--- src/rtl/rtag_pkg.sv ---
package rtag_pkg;

  // Cycles a tag stays held after its row's closing beat enters.
  function automatic int unsigned hold_cycles(input int unsigned depth);
    return 2 * depth + depth * $clog2(depth) + 1;
  endfunction

  // Tags needed so that rotation never meets a held tag, for rows of at
  // least min_len beats: ceil((hold + min_len - 1) / min_len).
  function automatic int unsigned tags_for(input int unsigned hold,
                                           input int unsigned min_len);
    return (hold + 2 * min_len - 2) / min_len;
  endfunction

endpackage

--- src/rtl/rtag_issuer.sv ---
module rtag_issuer #(
  parameter int unsigned TAGS  = 17,
  parameter int unsigned TAG_W = 5
) (
  input  logic             clk,
  input  logic             rst_n,
  input  logic             in_valid,
  input  logic             in_last,
  output logic [TAG_W-1:0] beat_tag,
  output logic             beat_first
);

  localparam logic [TAG_W-1:0] LAST_TAG = TAG_W'(TAGS - 1);

  logic             row_open;
  logic [TAG_W-1:0] next_tag;
  logic [TAG_W-1:0] cur_tag;

  assign beat_first = !row_open;
  assign beat_tag   = row_open ? cur_tag : next_tag;

  always_ff @(posedge clk) begin
    if (!rst_n) begin
      row_open <= 1'b0;
      next_tag <= '0;
      cur_tag  <= '0;
    end else if (in_valid) begin
      if (!row_open) begin
        cur_tag  <= next_tag;
        next_tag <= (next_tag == LAST_TAG) ? '0 : next_tag + 1'b1;
      end
      row_open <= !in_last;
    end
  end

  p_tag_range_r4: assert property (@(posedge clk) disable iff (!rst_n)
    in_valid |-> beat_tag <= LAST_TAG);

  p_row_continues_r3: assert property (@(posedge clk) disable iff (!rst_n)
    (in_valid && !in_last) |=> !beat_first);

  p_row_closes_r3: assert property (@(posedge clk) disable iff (!rst_n)
    (in_valid && in_last) |=> beat_first);

endmodule

--- src/rtl/rtag_timer.sv ---
module rtag_timer #(
  parameter int unsigned HOLD  = 17,
  parameter int unsigned CNT_W = 5
) (
  input  logic clk,
  input  logic rst_n,
  input  logic load,
  output logic free,
  output logic expire
);

  localparam logic [CNT_W-1:0] FULL = CNT_W'(HOLD);
  localparam logic [CNT_W-1:0] ONE  = CNT_W'(1);

  logic             busy_q;
  logic [CNT_W-1:0] cnt_q;

  assign expire = busy_q && (cnt_q == ONE);
  assign free   = !busy_q || expire;

  always_ff @(posedge clk) begin
    if (!rst_n) begin
      busy_q <= 1'b0;
      cnt_q  <= '0;
    end else if (load) begin
      busy_q <= 1'b1;
      cnt_q  <= FULL;
    end else if (busy_q) begin
      cnt_q <= cnt_q - 1'b1;
      if (cnt_q == ONE) busy_q <= 1'b0;
    end
  end

  p_load_full_r5: assert property (@(posedge clk) disable iff (!rst_n)
    load |=> (busy_q && cnt_q == FULL));

  p_count_range_r5: assert property (@(posedge clk) disable iff (!rst_n)
    busy_q |-> (cnt_q != '0 && cnt_q <= FULL));

  p_expire_frees_r6: assert property (@(posedge clk) disable iff (!rst_n)
    (expire && !load) |=> !busy_q);

endmodule

--- src/rtl/rtag_alloc.sv ---
module rtag_alloc #(
  parameter int unsigned DEPTH       = 4,
  parameter int unsigned DATA_W      = 16,
  parameter int unsigned MIN_ROW_LEN = 1,
  parameter int unsigned TAGS        =
    rtag_pkg::tags_for(rtag_pkg::hold_cycles(DEPTH), MIN_ROW_LEN),
  parameter int unsigned TAG_W       = (TAGS > 1) ? $clog2(TAGS) : 1
) (
  input  logic              clk,
  input  logic              rst_n,
  input  logic              in_valid,
  input  logic [DATA_W-1:0] in_data,
  input  logic              in_last,
  output logic              out_valid,
  output logic [DATA_W-1:0] out_data,
  output logic [TAG_W-1:0]  out_tag,
  output logic              out_first,
  output logic              out_last,
  output logic              out_err,
  output logic              done_valid,
  output logic [TAG_W-1:0]  done_tag
);

  localparam int unsigned HOLD  = rtag_pkg::hold_cycles(DEPTH);
  localparam int unsigned CNT_W = $clog2(HOLD + 1);

  logic [TAG_W-1:0] beat_tag;
  logic             beat_first;
  logic [TAGS-1:0]  load_vec;
  logic [TAGS-1:0]  free_vec;
  logic [TAGS-1:0]  expire_vec;
  logic [TAG_W-1:0] expire_tag;
  logic             clash;

  rtag_issuer #(.TAGS(TAGS), .TAG_W(TAG_W)) u_issuer (
    .clk        (clk),
    .rst_n      (rst_n),
    .in_valid   (in_valid),
    .in_last    (in_last),
    .beat_tag   (beat_tag),
    .beat_first (beat_first)
  );

  for (genvar t = 0; t < TAGS; t++) begin : g_timer
    assign load_vec[t] = in_valid && in_last && (beat_tag == TAG_W'(t));
    rtag_timer #(.HOLD(HOLD), .CNT_W(CNT_W)) u_timer (
      .clk    (clk),
      .rst_n  (rst_n),
      .load   (load_vec[t]),
      .free   (free_vec[t]),
      .expire (expire_vec[t])
    );
  end

  always_comb begin
    expire_tag = '0;
    for (int t = 0; t < TAGS; t++) begin
      if (expire_vec[t]) expire_tag = TAG_W'(t);
    end
  end

  assign clash = in_valid && beat_first && !free_vec[beat_tag];

  always_ff @(posedge clk) begin
    if (!rst_n) begin
      out_valid  <= 1'b0;
      out_data   <= '0;
      out_tag    <= '0;
      out_first  <= 1'b0;
      out_last   <= 1'b0;
      out_err    <= 1'b0;
      done_valid <= 1'b0;
      done_tag   <= '0;
    end else begin
      out_valid  <= in_valid;
      out_data   <= in_data;
      out_tag    <= beat_tag;
      out_first  <= beat_first;
      out_last   <= in_last;
      out_err    <= clash;
      done_valid <= |expire_vec;
      done_tag   <= expire_tag;
    end
  end

  p_one_done_r9: assert property (@(posedge clk) disable iff (!rst_n)
    $onehot0(expire_vec));

  p_beat_passes_r2: assert property (@(posedge clk) disable iff (!rst_n)
    in_valid |=> (out_valid && out_data == $past(in_data)));

  p_idle_quiet_r10: assert property (@(posedge clk) disable iff (!rst_n)
    !in_valid |=> (!out_valid && !out_err));

  p_err_on_start_r7: assert property (@(posedge clk) disable iff (!rst_n)
    out_err |-> (out_valid && out_first));

endmodule

--- config.mk ---
export PLATFORM = sky130hd
export DESIGN_NAME = rtag_alloc
export DESIGN_NICKNAME = d
export VERILOG_FILES = /design/src/rtl/rtag_pkg.sv /design/src/rtl/rtag_issuer.sv /design/src/rtl/rtag_timer.sv /design/src/rtl/rtag_alloc.sv
export SDC_FILE = /design/constraint.sdc
export NUM_CORES = 1
export LEC_CHECK = 0
export ABC_AREA = 1
export CAP_MARGIN = 40
export CORE_MARGIN = 5
export CORE_UTILIZATION = 55
export DETAILED_ROUTE_END_ITERATION = 6
export DONT_BUFFER_PORTS = 1
export GPL_TIMING_DRIVEN = 0
export PLACE_DENSITY = 0.7
export SETUP_SLACK_MARGIN = 0.1
export SKIP_LAST_GASP = 1
export SYNTH_ARGS = -nofsm -noshare
export SYNTH_HDL_FRONTEND = slang
export SYNTH_HIERARCHICAL = 1
export SYNTH_SLANG_ARGS = --single-unit
--- constraint.sdc ---
create_clock -name clk -period 2 [get_ports clk]
set_input_delay 0.1 -clock clk [delete_from_list [all_inputs] [get_ports clk]]
set_output_delay 0.1 -clock clk [all_outputs]
set_load 0.01 [all_outputs]
; ---- Word level (Yosys, flattened, before mapping)
; Index checks and enable logic that the tools add are counted.
[op_classes]
reduce_logical = 112
muxes = 105
magnitude_cmp = 1
addsub = 18
bitwise = 2
n_eq_ne = 34
[ops]
columns = cell, n
row1 = $mux W5, 51
row2 = $eq A5 B1 Y1 const B, 18
row3 = $sub A5 B1 Y5 const B, 17
row4 = $mux W1, 53
row5 = $eq A5 B4 Y1 const B, 8
row6 = $logic_and A1 B1 Y1, 37
row7 = $reduce_or A2 Y1, 18
row8 = $reduce_bool A2 Y1, 17
row9 = $eq A5 B3 Y1 const B, 4
row10 = $logic_not A1 Y1, 20
row11 = $logic_or A1 B1 Y1, 17
row12 = $reduce_or A17 Y1, 1
row13 = $eq A5 B2 Y1 const B, 2
row14 = $eq A5 B5 Y1 const B, 2
row15 = $lt A5 B6 Y1 const B, 1
row16 = $add A5 B1 Y5 const B, 1
row17 = $bmux W1 S5, 1
row18 = $logic_not A5 Y1, 1
row19 = $not A1 Y1, 2
row20 = $reduce_and A2 Y1, 1
[word_totals]
register_bits = 144
output_inout_bits = 31
in_bits = 20
word_cells = 335

; ---- Logic depth before layout (Yosys ltp)
[depth]
depth_word = 18
ltp_mapped = 19
ltp_nobuf = 19

; ---- Hierarchy
; Netlist, hierarchy kept.
[by_module_without_submodules]
columns = module, area_each_um2, seq_area_each_um2, instances, cells_per_inst
row1 = rtag_timer, 302.8, 120.1, 17, 42
row2 = rtag_alloc, 1361.3, 620.6, 1, 201
row3 = rtag_issuer, 533.0, 220.2, 1, 71

; ---- Worst setup path after synthesis
; OpenSTA, ideal clock, no wires.
[synth_timing]
kind = flip-flop to flip-flop
start = reg u_issuer.row_open
end = reg g_timer[10].u_timer.cnt_q[1]
path_slack_ns = 0.170
n_path_buf = 2
setup_time_ns = 0.124
t_required_ns = 1.876
path_stages_with_launch = 11
synth_period_minus_slack_ns = 1.830
arrival_ns = 1.706
path_cell_list = dfxtp_1 > buf_2 > o21ai_0 > buf_4 > nand2_1 > nor2_1 > inv_1 > nand2_1 > inv_1 > o21ai_0 > a21oi_1
[synth_via]
elab_chain_cells = 4
[synth_lines]
columns = item, line_no
row1 = "start, declared", rtag_issuer.sv:15  ; logic row_open;
row2 = "start signal, assigned", rtag_issuer.sv:32  ; row_open <= !in_last;
row3 = $mux W5, rtag_issuer.sv:20  ; assign beat_tag = row_open ? cur_tag : next_tag;
row4 = named net beat_tag[1], rtag_alloc.sv:27  ; logic [TAG_W-1:0] beat_tag;
row5 = $eq A5 B4 Y1, rtag_alloc.sv:45  ; assign load_vec[t] = in_valid && in_last && (beat_tag == TAG_W'(t));
row6 = $logic_and A1 B1 Y1, rtag_alloc.sv:45
row7 = named net load_vec[10], rtag_alloc.sv:29  ; logic [TAGS-1:0] load_vec;
row8 = $reduce_or A2 Y1 (no line), --
row9 = "end signal, assigned", rtag_timer.sv:29  ; cnt_q <= cnt_q - 1'b1;
row10 = "end, declared", rtag_timer.sv:16  ; logic [CNT_W-1:0] cnt_q;
; The timed path passes the listed nets, and every way through them passes these cells.
; A chain may end at the register's enable or synchronous reset.

; ---- Final worst setup path
[layout_timing]
start = reg g_timer[4].u_timer.cnt_q[1]
end = reg done_valid
[layout_via]
elab_chain_cells = 3
[layout_lines]
columns = item, line_no
row1 = "start, declared", rtag_timer.sv:16
row2 = "start signal, assigned", rtag_timer.sv:29
row3 = $eq A5 B1 Y1, rtag_timer.sv:18  ; assign expire = busy_q && (cnt_q == ONE);
row4 = $logic_and A1 B1 Y1, rtag_timer.sv:18
row5 = named net expire_vec[4], rtag_alloc.sv:31  ; logic [TAGS-1:0] expire_vec;
row6 = $reduce_or A17 Y1, rtag_alloc.sv:81  ; done_valid <= |expire_vec;
row7 = "end signal, assigned", rtag_alloc.sv:81
row8 = "end, declared", rtag_alloc.sv:20  ; output logic done_valid,
; The timed path passes the listed nets, and every way through them passes these cells.

==> results.json <==
{
  "grt_max_degree": 56,
  "dieWidth_um": 123,
  "drc": 0,
  "drive_gt1_frac": 0.148,
  "rows": 41,
  "p_seq_frac": 0.464,
  "diodes": 0,
  "fin_total_pwr_mw": 6.45,
  "p_switching_mw": 1.61,
  "max-vdd-ir-drop_v": 0.000751,
  "hold_class": "in2reg",
  "final_cells": 1215,
  "syn_area_per_cell_um2": 7.14,
  "clock_path_buffers": 2,
  "boundaryPins": 51,
  "hold_viol_final": 0,
  "rsz0062_at_grt": "true",
  "initial_core_util": 0.560,
  "drt_iter0_drc": 330,
  "pwr-share-comb": 0.071,
  "tritoncts": "yes",
  "worst_path_max_delay_cell": "nor4_1",
  "netlist_top_cells_count": "187 x inv_1, 156 x nor2_1, 144 x dfxtp_1, 142 x nand2_1, 74 x a21oi_1",
  "synthArstFlopShare": 0,
  "worstPathRequired_ns": 2.25,
  "dp_hpwl_mm": 9.76,
  "slowest_delay_ns": 0.41,
  "yosys.area.top_type_share": 0.409,
  "fmax_ghz": 0.548,
  "grt_pass1_wl_mm": 23.1,
  "clkPwrFrac": 0.464,
  "path_clk_slew_ns": 0.06,
  "grt_use_total": 0.190,
  "cp_cell_sequence": "inv_1 > ha_1 > nand3_1 > nor2_1 > nor2_1 > nand3_1 > nor4_1 > a31oi_1",
  "syn-cell-area_um2": 7040,
  "syn_to_final_growth_pct": 15.6,
  "critical_path.endpoint_type": "flop",
  "fillers": 1089,
  "vias": 5808,
  "clock_latency_ns": 0.42,
  "intPower_mw": 4.85,
  "placed_cells": 1158,
  "power_density_nw_per_um2": 793,
  "first_global_vias": 5334,
  "final.period_utilization": 0.912,
  "htreeDepth": 4,
  "report.final.slew_viol_count": 0,
  "post_dp_cell_area_um2": 7260,
  "relSlewSlack": 0.671,
  "synth_area_leaders": "dfxtp_1 41%, inv_1 10%, nor2_1 8.3%",
  "path_class": "reg2reg",
  "p_sw_frac": 0.249,
  "io_buffer_count": 0,
  "ant_nets": 0,
  "p_leak_nw": 3.78,
  "min_period_ns": 1.82,
  "drv_cap": 0,
  "yosysMostFrequentCell": "inv_1",
  "ys_seq_area_frac": 0.409,
  "clock_sinks": 144,
  "worst_pin_slew_ns": 0.489,
  "antenna_found_initial": 0,
  "vias_per_cell": 4.78,
  "clock-root-buffer": "clkbuf_16",
  "wirelength_mm": 13.6,
  "cts_buffers": 17,
  "synth.distinct_cells": 28,
  "overflow": 0,
  "r2r_slack_ns": 0.18,
  "cp_max_fo": 3,
  "syn-num-nets": 1042,
  "dr.pass1.iters": 4,
  "die-area_um2": 15200,
  "core_um2": 12600,
  "skew_ns": 0.00758,
  "ys_warn_count": 6,
  "setup_viol": 0,
  "finish.instance_area_um2": 8140,
  "yosysTopAreaCell": "dfxtp_1",
  "arrival_ns": 2.07,
  "wl_per_cell_um": 11.2,
  "synth_edf_count": 0,
  "syn-instance-count": 986,
  "fin_nets": 1086,
  "ys.flop_type": "dfxtp_1",
  "dieHeight_um": 123,
  "status": "completed",
  "crit_path_start_kind": "flop",
  "place_congestion": 0.867,
  "ys_ff_latch": 144
}
[per-layer routing]
layer	GRT usage	wire length, um	share of wire	up-vias
met3	0.0535	448	0.033	24
met5	0	0	0	-
li1	-	-	-	3115
met4	0.0782	313	0.023	0
met2	0.306	6280	0.46	70
met1	0.240	6570	0.48	2599
[area by class of cell]
class                           count  area, um^2  area share
Sequential cell                   144        2890       0.355
Inverter                          208         781      0.0959
Clock inverter                     14         133      0.0163
Tap cell                          172         215      0.0264
Clock buffer                       18         429      0.0527
Timing Repair Buffer               25         255      0.0314
Multi-Input combinational cell    627        3390       0.416
Buffer                              7        55.1     0.00676
[stage by stage]
| step | TNS, ns | utilization | setup slack [ns] | hold slack [ns] |
|---|---|---|---|---|
| floorplan | 0 | - | 0.170 | 0.193 |
| global placement | -4.16 | 0.577 | -0.180 | 0.196 |
| detailed placement | -4.97 | 0.577 | -0.192 | 0.200 |
| CTS | 0 | 0.641 | 0.106 | 0.00221 |
| global route | 0 | 0.648 | 0.0324 | 0.0388 |
| finish | 0 | 0.648 | 0.176 | 0.0295 |
[flip-flops by register name, indices dropped and copies added (netlist names), 5 cells and up]
| name | cells |
|---|---|
| done_tag | 5 |
| out_data | 16 |
| u_issuer/next_tag | 5 |
| u_issuer/cur_tag | 5 |
| out_tag | 5 |
| g_timer.u_timer/cnt_q | 85 |
| g_timer.u_timer/busy_q | 17 |
[path summary, 6_finish.rpt]
path,from,to,cells past startpoint
max,g_timer[4].u_timer/cnt_q[1],done_valid,8
min,in_valid,u_issuer/cur_tag[2],3
max reg2reg,g_timer[4].u_timer/cnt_q[1],done_valid,8
min reg2reg,u_issuer/cur_tag[4],u_issuer/cur_tag[4],2
[power groups by stage]
stage	Sequential, mW	Clock [mW]	Combinational (mW)
6_report	3.00	3.00	0.461
5_1_grt	3.00	3.20	0.519
4_1_cts	3.00	3.06	0.433
3_5_place_dp	3.06	0	0.369
3_3_place_gp	3.06	0	0.363
2_1_floorplan	3.05	0	0.299
[cells in the final DEF (no fill, tap or decap), types with 20 or more instances in the layout]
cell type and instances:
o21ai_0 51, ha_1 36, a21oi_1 73, dfxtp_1 141, inv_2 22, nor2_2 37
nand3_2 20, nand3_1 52, nor2_1 153, nand2_1 142, inv_1 186
[critical path: cells and delay by family, from the launching register on]
| family | cells | cell delay (ns) |
|---|---|---|
| buffers and inverters | 1 | 0.06 |
| adders and majority gates | 1 | 0.17 |
| and+or+nand+nor | 5 | 0.89 |
| DFF | 1 | 0.34 |
| AOI/OAI and AO/OA | 1 | 0.21 |
[cell families (layout without fill, tap and decap cells)]
kind of cell / after synthesis / count (layout) / share of synthesized area
AO/OA/AOI/OAI: 145 / 145 / 0.109
AND/OR/NAND/NOR: 428 / 428 / 0.278
XOR/XNOR: 18 / 18 / 0.0224
flip-flops: 144 / 144 / 0.409
buffers and inverters: 215 / 272 / 0.117
adder cells (fa/ha/maj): 36 / 36 / 0.0640
[repair_timing]
action	CTS	global route
pin swaps	1	2
hold buffers	20	0
setup endpoints to repair	101	49
gates resized for setup	9	14
buffers inserted	0	5
hold endpoints to repair	132	0
gates cloned	0	0
Power figures use the tool's default switching activity.
